`config.mk`:
```
export PLATFORM = sky130hd
export DESIGN_NAME = serial_result_shifter
export DESIGN_NICKNAME = d
export VERILOG_FILES = /design/src/rtl/srs_pkg.sv /design/src/rtl/srs_sync.sv /design/src/rtl/srs_ctrl.sv /design/src/rtl/srs_datapath.sv /design/src/rtl/serial_result_shifter.sv
export SDC_FILE = /design/constraint.sdc
export NUM_CORES = 1
export LEC_CHECK = 0
export BUFFER_PORTS_ARGS = -buffer_cell sky130_fd_sc_hd__buf_2
export CORE_ASPECT_RATIO = 0.9
export CORE_MARGIN = 1.5
export CORE_UTILIZATION = 30
export CTS_CLUSTER_DIAMETER = 100
export DETAILED_ROUTE_END_ITERATION = 8
export PLACE_DENSITY = 0.47
export SYNTH_ARGS = -nofsm -noshare
export SYNTH_HDL_FRONTEND = slang
export SYNTH_SLANG_ARGS = --single-unit
```
`constraint.sdc`:
```
create_clock -name clk -period 2.4 [get_ports clk]
set_clock_uncertainty 0.05 [all_clocks]
set_input_delay 0.72 -clock clk [delete_from_list [all_inputs] [get_ports clk]]
set_output_delay 0.72 -clock clk [all_outputs]
set_load 0.02 [all_outputs]
```
`src/rtl/srs_pkg.sv`:
```
package srs_pkg;
  typedef struct packed {
    logic loadWord;
    logic shiftWord;
    logic shiftIn;
  } dpStrobe_t;
endpackage

```
`src/rtl/srs_sync.sv`:
```
module srs_sync #(
  parameter int DEPTH = 2
) (
  input  logic clk,
  input  logic rstN,
  input  logic d,
  output logic q
);
  logic [DEPTH-1:0] stages;

  generate
    if (DEPTH == 1) begin : gOne
      always_ff @(posedge clk or negedge rstN) begin
        if (!rstN) stages <= '0;
        else       stages <= d;
      end
    end else begin : gMany
      always_ff @(posedge clk or negedge rstN) begin
        if (!rstN) stages <= '0;
        else       stages <= {stages[DEPTH-2:0], d};
      end
    end
  endgenerate

  assign q = stages[DEPTH-1];
endmodule

```
`src/rtl/srs_ctrl.sv`:
```
module srs_ctrl
  import srs_pkg::*;
#(
  parameter int WORD_W     = 12,
  parameter int DIV_HALF   = 4,
  parameter int SYNC_DEPTH = 2
) (
  input  logic      clk,
  input  logic      rstN,
  input  logic      busyIn,
  input  logic      csN,
  input  logic      rdConvN,
  input  logic      extMode,
  input  logic      dataClkIn,
  input  logic      tagIn,
  output dpStrobe_t strobe,
  output logic      dataClkOut,
  output logic      syncOut,
  output logic      sdataOe,
  output logic      lostFlag
);
  localparam int SLOT  = 2 * DIV_HALF;
  localparam int DIV_W = (SLOT > 2) ? $clog2(SLOT) : 1;
  localparam int BIT_W = (WORD_W > 2) ? $clog2(WORD_W) : 1;
  localparam logic [DIV_W-1:0] SLOT_LAST = DIV_W'(SLOT - 1);
  localparam logic [DIV_W-1:0] HALF_MARK = DIV_W'(DIV_HALF);
  localparam logic [BIT_W-1:0] BIT_LAST  = BIT_W'(WORD_W - 1);

  logic busyQ, busyRise, busyFall;
  logic clkSyncQ, clkPrevQ, extFall;
  logic tagSyncQ;
  logic readSel, readQ;
  logic txActive;
  logic [DIV_W-1:0] divCnt;
  logic [BIT_W-1:0] bitCnt;
  logic intShift, extShift;

  srs_sync #(.DEPTH(SYNC_DEPTH)) clkSync (
    .clk(clk), .rstN(rstN), .d(dataClkIn), .q(clkSyncQ)
  );
  srs_sync #(.DEPTH(SYNC_DEPTH)) tagSync (
    .clk(clk), .rstN(rstN), .d(tagIn), .q(tagSyncQ)
  );

  always_ff @(posedge clk or negedge rstN) begin
    if (!rstN) begin
      busyQ    <= 1'b1;
      clkPrevQ <= 1'b0;
    end else begin
      busyQ    <= busyIn;
      clkPrevQ <= clkSyncQ;
    end
  end

  assign busyRise = busyIn & ~busyQ;
  assign busyFall = ~busyIn & busyQ;
  assign extFall  = clkPrevQ & ~clkSyncQ;
  assign readSel  = ~csN & rdConvN;

  // Internal burst: WORD_W slots of SLOT system cycles each
  always_ff @(posedge clk or negedge rstN) begin
    if (!rstN) begin
      txActive <= 1'b0;
      divCnt   <= '0;
      bitCnt   <= '0;
    end else if (busyFall && !extMode) begin
      txActive <= 1'b1;
      divCnt   <= '0;
      bitCnt   <= '0;
    end else if (txActive) begin
      if (divCnt == SLOT_LAST) begin
        divCnt <= '0;
        if (bitCnt == BIT_LAST) txActive <= 1'b0;
        else                    bitCnt   <= bitCnt + 1'b1;
      end else begin
        divCnt <= divCnt + 1'b1;
      end
    end
  end

  assign intShift   = txActive && (divCnt == SLOT_LAST);
  assign extShift   = extMode && readSel && extFall;
  assign dataClkOut = txActive && (divCnt >= HALF_MARK);

  always_comb begin
    strobe.loadWord  = busyRise && !(extMode && clkSyncQ);
    strobe.shiftWord = intShift || extShift;
    strobe.shiftIn   = extMode ? tagSyncQ : 1'b0;
  end

  // Frame marker and loss flag
  always_ff @(posedge clk or negedge rstN) begin
    if (!rstN) begin
      readQ    <= 1'b0;
      syncOut  <= 1'b0;
      lostFlag <= 1'b0;
    end else begin
      readQ   <= extMode & readSel;
      syncOut <= extMode & readSel & ~readQ;
      if (busyRise && extMode && clkSyncQ) lostFlag <= 1'b1;
    end
  end

  assign sdataOe = ~csN & (~extMode | rdConvN);
endmodule

```
`src/rtl/srs_datapath.sv`:
```
module srs_datapath
  import srs_pkg::*;
#(
  parameter int WORD_W = 12
) (
  input  logic              clk,
  input  logic              rstN,
  input  dpStrobe_t         strobe,
  input  logic [WORD_W-1:0] wordIn,
  output logic              sdataOut
);
  logic [WORD_W-1:0] shiftReg;

  always_ff @(posedge clk or negedge rstN) begin
    if (!rstN)                 shiftReg <= '0;
    else if (strobe.loadWord)  shiftReg <= wordIn;
    else if (strobe.shiftWord) shiftReg <= {shiftReg[WORD_W-2:0], strobe.shiftIn};
  end

  assign sdataOut = shiftReg[WORD_W-1];
endmodule

```
`src/rtl/serial_result_shifter.sv`:
```
module serial_result_shifter
  import srs_pkg::*;
#(
  parameter int WORD_W     = 12,
  parameter int DIV_HALF   = 4,
  parameter int SYNC_DEPTH = 2
) (
  input  logic              clk,
  input  logic              rstN,
  input  logic              busyIn,
  input  logic              csN,
  input  logic              rdConvN,
  input  logic              extMode,
  input  logic [WORD_W-1:0] resultIn,
  input  logic              dataClkIn,
  input  logic              tagIn,
  output logic              dataClkOut,
  output logic              sdataOut,
  output logic              sdataOe,
  output logic              syncOut,
  output logic              lostFlag
);
  dpStrobe_t strobe;

  srs_ctrl #(
    .WORD_W(WORD_W), .DIV_HALF(DIV_HALF), .SYNC_DEPTH(SYNC_DEPTH)
  ) ctrl (
    .clk(clk), .rstN(rstN), .busyIn(busyIn), .csN(csN), .rdConvN(rdConvN),
    .extMode(extMode), .dataClkIn(dataClkIn), .tagIn(tagIn), .strobe(strobe),
    .dataClkOut(dataClkOut), .syncOut(syncOut), .sdataOe(sdataOe),
    .lostFlag(lostFlag)
  );

  srs_datapath #(.WORD_W(WORD_W)) dp (
    .clk(clk), .rstN(rstN), .strobe(strobe), .wordIn(resultIn),
    .sdataOut(sdataOut)
  );
endmodule

```
After elaboration in Yosys (flattened, before gate mapping):

Index checks and enable logic that the tools add are counted.
W data, S select, Z words.

* input port bits: 20
* output and inout bits: 5
* word-level logic and storage cells: 61
* register bits: 29

* mux-type cells: 14
* reduce and logical (&&, ||, !) cells: 16
* order comparisons: 1
* $add $sub $neg: 2
* equal/unequal tests: 3
* bitwise logic cells: 14

Operators by type and width (number)
* $mux W12: 2
* $mux W4: 4
* $logic_and A1 B1 Y1: 9
* $mux W3: 3
* $and A1 B1 Y1: 7
* $not A1 Y1: 6
* $reduce_bool A2 Y1: 3
* $mux W1: 5
* $add A4 B1 Y4 const B: 1
* $eq A4 B4 Y1 const B: 1
* $add A3 B1 Y3 const B: 1
* $eq A3 B3 Y1 const B: 1
* $ge A3 B3 Y1 const B: 1
* $reduce_and A3 Y1: 1
* $logic_not A1 Y1: 2
* $ne A2 B1 Y1 const B: 1
* $logic_or A1 B1 Y1: 1
* $or A1 B1 Y1: 1

Logic depth before layout (Yosys ltp):

Gate-level depths: netlist of run 1.

* depth in word-level cells: 7
* gate-level depth with buffers: 6
* mapped depth without buffers: 5

Modules after synthesis:

A second synthesis of run 1 with hierarchy kept.

* cell total of the unflattened synthesis: 114
* area total of the unflattened synthesis: 1285.0 um^2

Modules (own cells, without submodules)
* srs_ctrl: instances 1, cells an instance 59, area each 634.4 um^2, seq. area each 326.6 um^2
* srs_datapath: instances 1, cells an instance 51, area each 550.5 um^2, seq. area each 300.3 um^2
* srs_sync: instances 2, cells an instance 2, area each 50.0 um^2, seq. area each 50.0 um^2

Least setup slack after synthesis of run 1:

Ideal clock, no wire load.

* path kind: in2reg
* from: input csN
* to: register dp.shiftReg[0]
* library setup time: 0.125 ns
* stages: 4
* data required time: 2.225 ns
* buffers on the path: 1
* path slack: 0.502 ns
* arrival time: 1.723 ns
* path through: nand3b_2 > o311ai_4 > buf_8 > mux2_4

* longest elaborated chain between the ends: 6

Ends and longest elaborated chain
* from (decl): RTL line serial_result_shifter.sv:11 `input logic csN,`
* $not A1 Y1: RTL line srs_ctrl.sv:58 `assign readSel = ~csN & rdConvN;`
* $and A1 B1 Y1: RTL line srs_ctrl.sv:58
* $logic_and A1 B1 Y1 (2 in a row): RTL line srs_ctrl.sv:82 `assign extShift = extMode && readSel && extFall;`
* $logic_or A1 B1 Y1: RTL line srs_ctrl.sv:87 `strobe.shiftWord = intShift || extShift;`
* $reduce_bool A2 Y1 (no line)
* to (signal assigned): RTL line srs_datapath.sv:16 `else if (strobe.loadWord) shiftReg <= wordIn;`
* to (signal assigned): RTL line srs_datapath.sv:17 `else if (strobe.shiftWord) shiftReg <= {shiftReg[WORD_W-2:0], strobe.shiftIn};`
* to (decl): RTL line srs_datapath.sv:12 `logic [WORD_W-1:0] shiftReg;`

No other way between the ends.
A chain may end at the register's enable or synchronous reset.

Worst setup path in the final report of run 1:

* from: input extMode
* to: output sdataOe

* longest elaborated chain between the ends: 3

Ends and longest elaborated chain
* from (decl): RTL line serial_result_shifter.sv:13 `input logic extMode,`
* $not A1 Y1: RTL line srs_ctrl.sv:104 `assign sdataOe = ~csN & (~extMode | rdConvN);`
* $or A1 B1 Y1: RTL line srs_ctrl.sv:104
* $and A1 B1 Y1: RTL line srs_ctrl.sv:104
* to (decl): RTL line serial_result_shifter.sv:19 `output logic sdataOe,`

No other way between the ends.

==> reports/qor.json, run 1 <==
{
  "sta": {
    "max_clock_freq_ghz": 0.514,
    "worst_slew_margin_rel": 0.564,
    "post-route-period-util": 0.810,
    "tightestPinTransition_ps": 654,
    "finalHoldViolCount": 0,
    "fin_hold_ws_ps": 297,
    "setup_tns_ps": 0,
    "finalSetupViolations": 0,
    "rsz_0062_raised_after_global_routing": "false",
    "finalMaxSlewViolations": 0,
    "timing.final.crit_period_ps": 1950
  },
  "power": {
    "combinationalPowerShare": 0.336,
    "power_switching_mw": 0.460,
    "pwr-share-clk": 0.225,
    "total_power_mw": 1.66,
    "power.density_cell_area_nw_per_um2": 997,
    "worst_ir_drop_vdd_mv": 0.378,
    "p_sw_frac": 0.277,
    "p_int_mw": 1.20,
    "leakagePower_nw": 0.860,
    "sequential_share_of_power": 0.439
  },
  "logic_synthesis": {
    "synth.distinct_cells": 27,
    "postSynthNetCount": 123,
    "synth.ff_latch_count": 29,
    "mean_syn_cell_area_um2": 14.3,
    "synth_area_um2": 1410,
    "post_synthesis_cell_count": 99,
    "ys.warnings.count": 0,
    "sequential_to_total_area_share_from_yosys_stat": 0.515
  },
  "die": {
    "dieWidth_um": 75.3,
    "initial_utilization": 0.315,
    "floorplan.io_pins": 25,
    "die_height_um": 68.1,
    "row_count": 23,
    "die_area_um2": 5130,
    "coreArea_um2": 4490
  },
  "placement": {
    "post_detailed_placement_cell_area_um2": 1590,
    "post-place-cells": 183,
    "final_weighted_congestion_in_routability_driven_placement": 0.679,
    "numPortBuffers": 24,
    "place.detailed.hpwl_um": 1690
  },
  "route": {
    "final_antenna_net_count": 0,
    "vias": 841,
    "avgRoutedWirePerCell_um": 12.4,
    "dr.pass1.iters": 4,
    "drt-vias-per-instance": 4.40,
    "route.detailed.drc": 0,
    "dr.first_iter.drc_count": 34,
    "routed_wl_um": 2380
  },
  "clocking": {
    "clk_pin_slew_ps": 50,
    "cts_resized": 0,
    "total_clock_buffers_created_by_cts": 5,
    "cts.sink_count": 29,
    "post_cts_buffers": 0,
    "tritoncts": "built",
    "cts_buffer_depth": 2,
    "clk_root_buf": "sky130_fd_sc_hd__clkbuf_8",
    "clkLatencyLatePin_ps": 270,
    "cts-htree-levels": 2,
    "cts_hold_repair.buffers": 0
  },
  "layout": {
    "antennaDiodeCount": 0,
    "finalNetCount": 152,
    "layout-drive-gt1-share": 0.465,
    "stdcell_area_um2": 1670,
    "instances_no_fill": 191,
    "syn2layout_area_growth_pct": 18.0,
    "fill_count": 471
  },
  "setup_path": {
    "max_stage_delay_ps": 170,
    "worst_ep_arrival_time_ps": 1180,
    "worst_setup_path_start_kind": "input port",
    "criticalPathCategory": "input port to output pin",
    "setup.worst_path.end_class": "output pin",
    "worstRegToRegCells": 6,
    "worstPathRequired_ps": 1630,
    "crit_top_cell": "sky130_fd_sc_hd__buf_2",
    "critical_path.cell_chain": "buf_2 > a21oi_1 > buf_2",
    "critPathSlowestCell": "sky130_fd_sc_hd__buf_2",
    "worst-path-max-fanout": 6
  },
  "grt": {
    "initial_antenna_violation_count": 0,
    "met3_global_route_usage": 0.0457,
    "grt_util_met2": 0.164,
    "grt_max_degree": 30,
    "overflow": 0,
    "busiest_layer": "met2",
    "first_global_vias": 855,
    "grt_first_pass_wirelength_um": 4160,
    "grt_util_met1": 0.150,
    "grtUsageTotal": 0.115
  },
  "worst_hold_path": {
    "hold-path-cell-count": 0,
    "min_path_type": "flop to flop"
  },
  "flow_run": {
    "maxCapViolations": 0
  },
  "outcome": {
    "outcome": "completed"
  }
}
-- cell type report --
class,instances,area [um2],share of cell area
multi-input combinational,62,636,0.381
tap,62,77.6,0.0465
timing repair buffer,25,128,0.0766
sequential,29,727,0.436
inverter,5,18.8,0.0113
clock buffer,8,80.1,0.0480
-- through the flow --
| step | util | setup slack (ps) |
|---|---|---|
| final | 0.371 | 455 |
| after global routing | 0.371 | 441 |
| after CTS | 0.371 | 449 |
| after detailed placement | 0.353 | 284 |
| after global placement | 0.353 | 300 |
| after floorplan | - | 502 |
-- worst max-delay path, delay by kind of cell --
family	cells	cell delay (ps)
AOI/OAI and AO/OA	1	130
buffers and inverters	2	320
-- state kept, by name, summed over array words and instances, names as in the netlist --
name                 cells
ctrl.bitCnt              4
ctrl.busyQ               1
ctrl.clkPrevQ            1
ctrl.clkSync.stages      2
ctrl.divCnt              3
ctrl.lostFlag            1
ctrl.readQ               1
ctrl.syncOut             1
ctrl.tagSync.stages      2
ctrl.txActive            1
dp.shiftReg             12
-- metal layers --
layer / vias to the layer above / share of wire
li1: 396 / -
met1: 424 / 0.46
met2: 16 / 0.47
met3: 5 / 0.048
met4: 0 / 0.015
met5: - / 0
-- cells in the mapped netlist --
cell type                   n  area, um2
sky130_fd_sc_hd__a21oi_1    2       10.0
sky130_fd_sc_hd__a31o_2     1       8.76
sky130_fd_sc_hd__and2_1     1       6.26
sky130_fd_sc_hd__buf_2      1       5.00
sky130_fd_sc_hd__buf_6      1       11.3
sky130_fd_sc_hd__buf_8      1       15.0
sky130_fd_sc_hd__dfrtp_1   28        701
sky130_fd_sc_hd__dfstp_2    1       26.3
sky130_fd_sc_hd__ha_1       4       50.1
sky130_fd_sc_hd__inv_1      5       18.8
sky130_fd_sc_hd__mux2_2     4       45.0
sky130_fd_sc_hd__mux2_4    19        285
sky130_fd_sc_hd__mux2i_1    5       50.1
sky130_fd_sc_hd__nand2_1    3       11.3
sky130_fd_sc_hd__nand2_4    1       11.3
sky130_fd_sc_hd__nand2b_1   1       6.26
sky130_fd_sc_hd__nand3_1    2       10.0
sky130_fd_sc_hd__nand3b_1   1       7.51
sky130_fd_sc_hd__nand3b_2   1       11.3
sky130_fd_sc_hd__nand4_1    1       6.26
sky130_fd_sc_hd__nor2_1     8       30.0
sky130_fd_sc_hd__nor2b_4    1       13.8
sky130_fd_sc_hd__nor3b_2    1       12.5
sky130_fd_sc_hd__o21ai_0    2       10.0
sky130_fd_sc_hd__o311ai_4   1       26.3
sky130_fd_sc_hd__or3_1      1       6.26
sky130_fd_sc_hd__xor2_1     2       17.5
-- final timing paths --
kind	startpoint	endpoint	slack, ps
setup / recovery	extMode	sdataOe	450
hold / removal	ctrl.tagSync.stages[0]	ctrl.tagSync.stages[1]	300
setup reg to reg	ctrl.divCnt[0]	dp.shiftReg[3]	600
hold reg to reg	ctrl.tagSync.stages[0]	ctrl.tagSync.stages[1]	300
max in group asynchronous	rstN	dp.shiftReg[11]	1450
min in group asynchronous	rstN	ctrl.divCnt[0]	410
-- placed cells by master (no fill, tap or decap), types with 3 or more instances in the layout --
cell                       count
sky130_fd_sc_hd__dfrtp_1      28
sky130_fd_sc_hd__buf_2        24
sky130_fd_sc_hd__mux2_4       19
sky130_fd_sc_hd__nor2_1        8
sky130_fd_sc_hd__inv_1         5
sky130_fd_sc_hd__mux2i_1       5
sky130_fd_sc_hd__clkbuf_8      5
sky130_fd_sc_hd__mux2_2        4
sky130_fd_sc_hd__ha_1          4
sky130_fd_sc_hd__nand2_1       3
sky130_fd_sc_hd__clkbuf_1      3
-- power groups by stage --
stage	registers (mW)	logic [mW]	clock network (mW)
final	0.730	0.557	0.374
after global routing	0.749	0.621	0.421
after CTS	0.732	0.568	0.392
after detailed placement	0.741	0.566	0
after global placement	0.734	0.545	0
after floorplan	0.728	0.464	0
-- kinds of logic after synthesis --
logic type	share of synthesized area
AO/OA/AOI/OAI	0.0390
buffers and inverters	0.0354
AND/OR/NAND/NOR	0.0939
adder cells (fa/ha/maj)	0.0354
XOR/XNOR	0.0124
multiplexers	0.269
flip-flops	0.515
(Power assumes the default switching activity.)
==> run 2, diff against run 1 <==
==> constraint.sdc (replaced) <==
create_clock -name clk -period 2 [get_ports clk]
set_clock_uncertainty 0.05 [all_clocks]
set_input_delay 0.6 -clock clk [delete_from_list [all_inputs] [get_ports clk]]
set_output_delay 0.6 -clock clk [all_outputs]
set_load 0.02 [all_outputs]
==> reports/qor.json, run 2 (synthesis results as in run 1) <==
{
  "outcome": {
    "outcome": {"value": "completed", "change": "unchanged"}
  },
  "sta": {
    "finalHoldViolCount": {"value": 0, "change": "unchanged"},
    "worst_slew_margin_rel": {"value": 0.569, "change": "was 0.564"},
    "tightestPinTransition": {"value": 647, "unit": "ps", "change": "was 654 ps"},
    "setup_tns": {"value": 0, "unit": "ps", "change": "unchanged"},
    "rsz_0062_raised_after_global_routing": {"value": "false", "change": "unchanged"},
    "layout_setup_ws": {"value": 231, "unit": "ps", "change": "was 455 ps"},
    "post-route-period-util": 0.884,
    "max_clock_freq_ghz": 0.565,
    "finalMaxSlewViolations": {"value": 0, "change": "unchanged"},
    "timing.final.crit_period_ps": 1770,
    "finalSetupViolations": {"value": 0, "change": "unchanged"}
  },
  "die": {
    "row_count": {"value": 23, "change": "unchanged"},
    "coreArea": {"value": 4490, "unit": "um2", "change": "unchanged"},
    "floorplan.io_pins": {"value": 25, "change": "unchanged"},
    "dieWidth": {"value": 75.3, "unit": "um", "change": "unchanged"},
    "initial_utilization": {"value": 0.315, "change": "unchanged"},
    "die_height": {"value": 68.1, "unit": "um", "change": "unchanged"},
    "die_area": {"value": 5130, "unit": "um2", "change": "unchanged"}
  },
  "placement": {
    "numPortBuffers": {"value": 24, "change": "unchanged"},
    "final_weighted_congestion_in_routability_driven_placement": {"value": 0.676, "change": "was 0.679"},
    "post_detailed_placement_cell_area": {"value": 1600, "unit": "um2", "change": "was 1590 um2"},
    "detailedPlace.worstSlack": {"value": 67.5, "unit": "ps", "change": "was 284 ps"},
    "place.detailed.hpwl": {"value": 1680, "unit": "um", "change": "was 1690 um"},
    "post-place-cells": {"value": 183, "change": "unchanged"}
  },
  "route": {
    "drt-vias-per-instance": {"value": 4.36, "change": "was 4.40"},
    "dr.pass1.iters": {"value": 3, "change": "was 4"},
    "final_antenna_net_count": {"value": 0, "change": "unchanged"},
    "avgRoutedWirePerCell": {"value": 12.5, "unit": "um", "change": "was 12.4 um"},
    "routed_wl": {"value": 2380, "unit": "um", "change": "about the same"},
    "dr.first_iter.drc_count": {"value": 19, "change": "was 34"},
    "vias": {"value": 833, "change": "was 841"},
    "route.detailed.drc": {"value": 0, "change": "unchanged"}
  },
  "clocking": {
    "clkLatencyLatePin": {"value": 270, "unit": "ps", "change": "about the same"},
    "clk_pin_slew": {"value": 60, "unit": "ps", "change": "was 50 ps"},
    "cts_hold_repair.buffers": {"value": 0, "change": "unchanged"},
    "cts-htree-levels": {"value": 2, "change": "unchanged"},
    "clk_root_buf": {"value": "sky130_fd_sc_hd__clkbuf_8", "change": "unchanged"},
    "cts.sink_count": {"value": 29, "change": "unchanged"},
    "cts_buffer_depth": {"value": 2, "change": "unchanged"},
    "cts_resized": {"value": 0, "change": "unchanged"},
    "tritoncts": {"value": "built", "change": "unchanged"},
    "post_cts_buffers": {"value": 0, "change": "unchanged"},
    "total_clock_buffers_created_by_cts": {"value": 5, "change": "unchanged"}
  },
  "power": {
    "power.density_cell_area": {"value": 1230, "unit": "nW/um2", "change": "was 997 nW/um2"},
    "leakagePower": {"value": 0.878, "unit": "nW", "change": "was 0.860 nW"},
    "worst_ir_drop_vdd": {"value": 0.439, "unit": "mV", "change": "was 0.378 mV"},
    "total_power": {"value": 2.09, "unit": "mW", "change": "was 1.66 mW"}
  },
  "setup_path": {
    "worstPathRequired": {"value": 1350, "unit": "ps", "change": "was 1630 ps"},
    "setup.worst_path.end_class": {"value": "output pin", "change": "unchanged"},
    "max_stage_delay": {"value": 520, "unit": "ps", "change": "was 170 ps"},
    "worstRegToRegCells": {"value": 6, "change": "unchanged"},
    "worst_setup_path_start_kind": {"value": "flop", "change": "was input port"},
    "worst-path-max-fanout": {"value": 8, "change": "was 6"},
    "r2r_end": {"value": "dp.shiftReg[5]", "change": "was dp.shiftReg[3]"},
    "reg2reg_setup_slack": {"value": 250, "unit": "ps", "change": "was 600 ps"},
    "critPathSlowestCell": {"value": "sky130_fd_sc_hd__dfrtp_1", "change": "was sky130_fd_sc_hd__buf_2"},
    "timing.rr.start": {"value": "ctrl.divCnt[0]", "change": "unchanged"},
    "critical-path-top-delay-family": {"value": "flip-flops", "change": "was buffers and inverters"},
    "worst_ep_arrival_time": {"value": 1120, "unit": "ps", "change": "was 1180 ps"},
    "criticalPathCategory": {"value": "flop to output pin", "change": "was input port to output pin"},
    "crit_buf_inv": {"value": 1, "change": "was 2"},
    "critical_path.cell_chain": {"value": "and2_1 > buf_2", "change": "was buf_2 > a21oi_1 > buf_2"}
  },
  "flow_run": {
    "maxCapViolations": {"value": 0, "change": "unchanged"}
  },
  "layout": {
    "stdcell_area": {"value": 1700, "unit": "um2", "change": "was 1670 um2"},
    "layout-drive-gt1-share": {"value": 0.488, "change": "was 0.465"},
    "syn2layout_area_growth": {"value": 20.4, "unit": "%", "change": "was 18.0%"},
    "finalNetCount": {"value": 152, "change": "unchanged"},
    "fill_count": {"value": 456, "change": "was 471"},
    "top_regs": {"value": "dp.shiftReg (12), ctrl.bitCnt (4), ctrl.divCnt (3)", "change": "unchanged"},
    "largest_register_ffs": {"value": 12, "change": "unchanged"},
    "largest_register": {"value": "dp.shiftReg", "change": "unchanged"},
    "layout_common_cells": {"value": "sky130_fd_sc_hd__dfrtp_1 (28), sky130_fd_sc_hd__buf_2 (24), sky130_fd_sc_hd__mux2_4 (19)", "change": "unchanged"},
    "leading_cell_type_in_the_layout_fill_and_taps_excluded": {"value": "sky130_fd_sc_hd__dfrtp_1", "change": "unchanged"},
    "antennaDiodeCount": {"value": 0, "change": "unchanged"},
    "instances_no_fill": {"value": 191, "change": "unchanged"}
  },
  "grt": {
    "grt_max_degree": {"value": 30, "change": "unchanged"},
    "grt_first_pass_wirelength": {"value": 4240, "unit": "um", "change": "was 4160 um"},
    "grtUsageTotal": {"value": 0.116, "change": "was 0.115"},
    "first_global_vias": {"value": 896, "change": "was 855"},
    "initial_antenna_violation_count": {"value": 0, "change": "unchanged"},
    "overflow": {"value": 0, "change": "unchanged"}
  },
  "worst_hold_path": {
    "min_path_type": {"value": "input port to asynchronous set/reset pin", "change": "was flop to flop"}
  }
}
run 2: cell types whose count changed in the layout (fill, tap and decap cells not counted), sizes merged:
| cell | previous run | this run |
|---|---|---|
| clkbuf | 8 | 7 |
| clkinv | 0 | 1 |
run 2: layer usage:
| layer | vias to the layer above | share of wire | track usage |
|---|---|---|---|
| li1 | 397 | - | - |
| met1 | 415 | 0.47 | 0.148 |
| met2 | 15 | 0.46 | 0.167 |
| met3 | 6 | 0.054 | 0.0471 |
| met4 | 0 | 0.023 | 0.0603 |
| met5 | - | 0 | 0 |
run 2: area by class of cell:
| cell class | count | area, um2 | share of cell area |
|---|---|---|---|
| flip-flops and latches | 29 | 727 | 0.428 |
| well taps | 62 | 77.6 | 0.0456 |
| inverters | 5 | 18.8 | 0.0110 |
| repair buffers | 25 | 140 | 0.0824 |
| clock inverters | 1 | 5.00 | 0.00294 |
| multi-input cells | 62 | 636 | 0.374 |
| clock buffers | 7 | 96.3 | 0.0567 |
run 2: worst max path at each step:
stage | start | endpoint | slack [ps] | cells after the start
after global routing | ctrl.txActive | dataClkOut | 160 | 2
final | ctrl.txActive | dataClkOut | 230 | 2
after global placement | csN | dp.shiftReg[9] | 90 | 5
after detailed placement | csN | dp.shiftReg[9] | 70 | 5
after floorplan | csN | dp.shiftReg[0] | 220 | 4
after CTS | ctrl.txActive | dataClkOut | 220 | 2
run 2: report_power, final:
part | internal (mW) | switching, mW
Clock | 0.310 | 0.217
Sequential | 0.769 | 0.108
Combinational | 0.439 | 0.246
run 2: through the flow:
| stage | hold slack [ps] | util |
|---|---|---|
| floorplan | 254 | - |
| global placement | 284 | 0.356 |
| detailed placement | 289 | 0.356 |
| CTS | 303 | 0.379 |
| global route | 317 | 0.379 |
| finish | 297 | 0.379 |
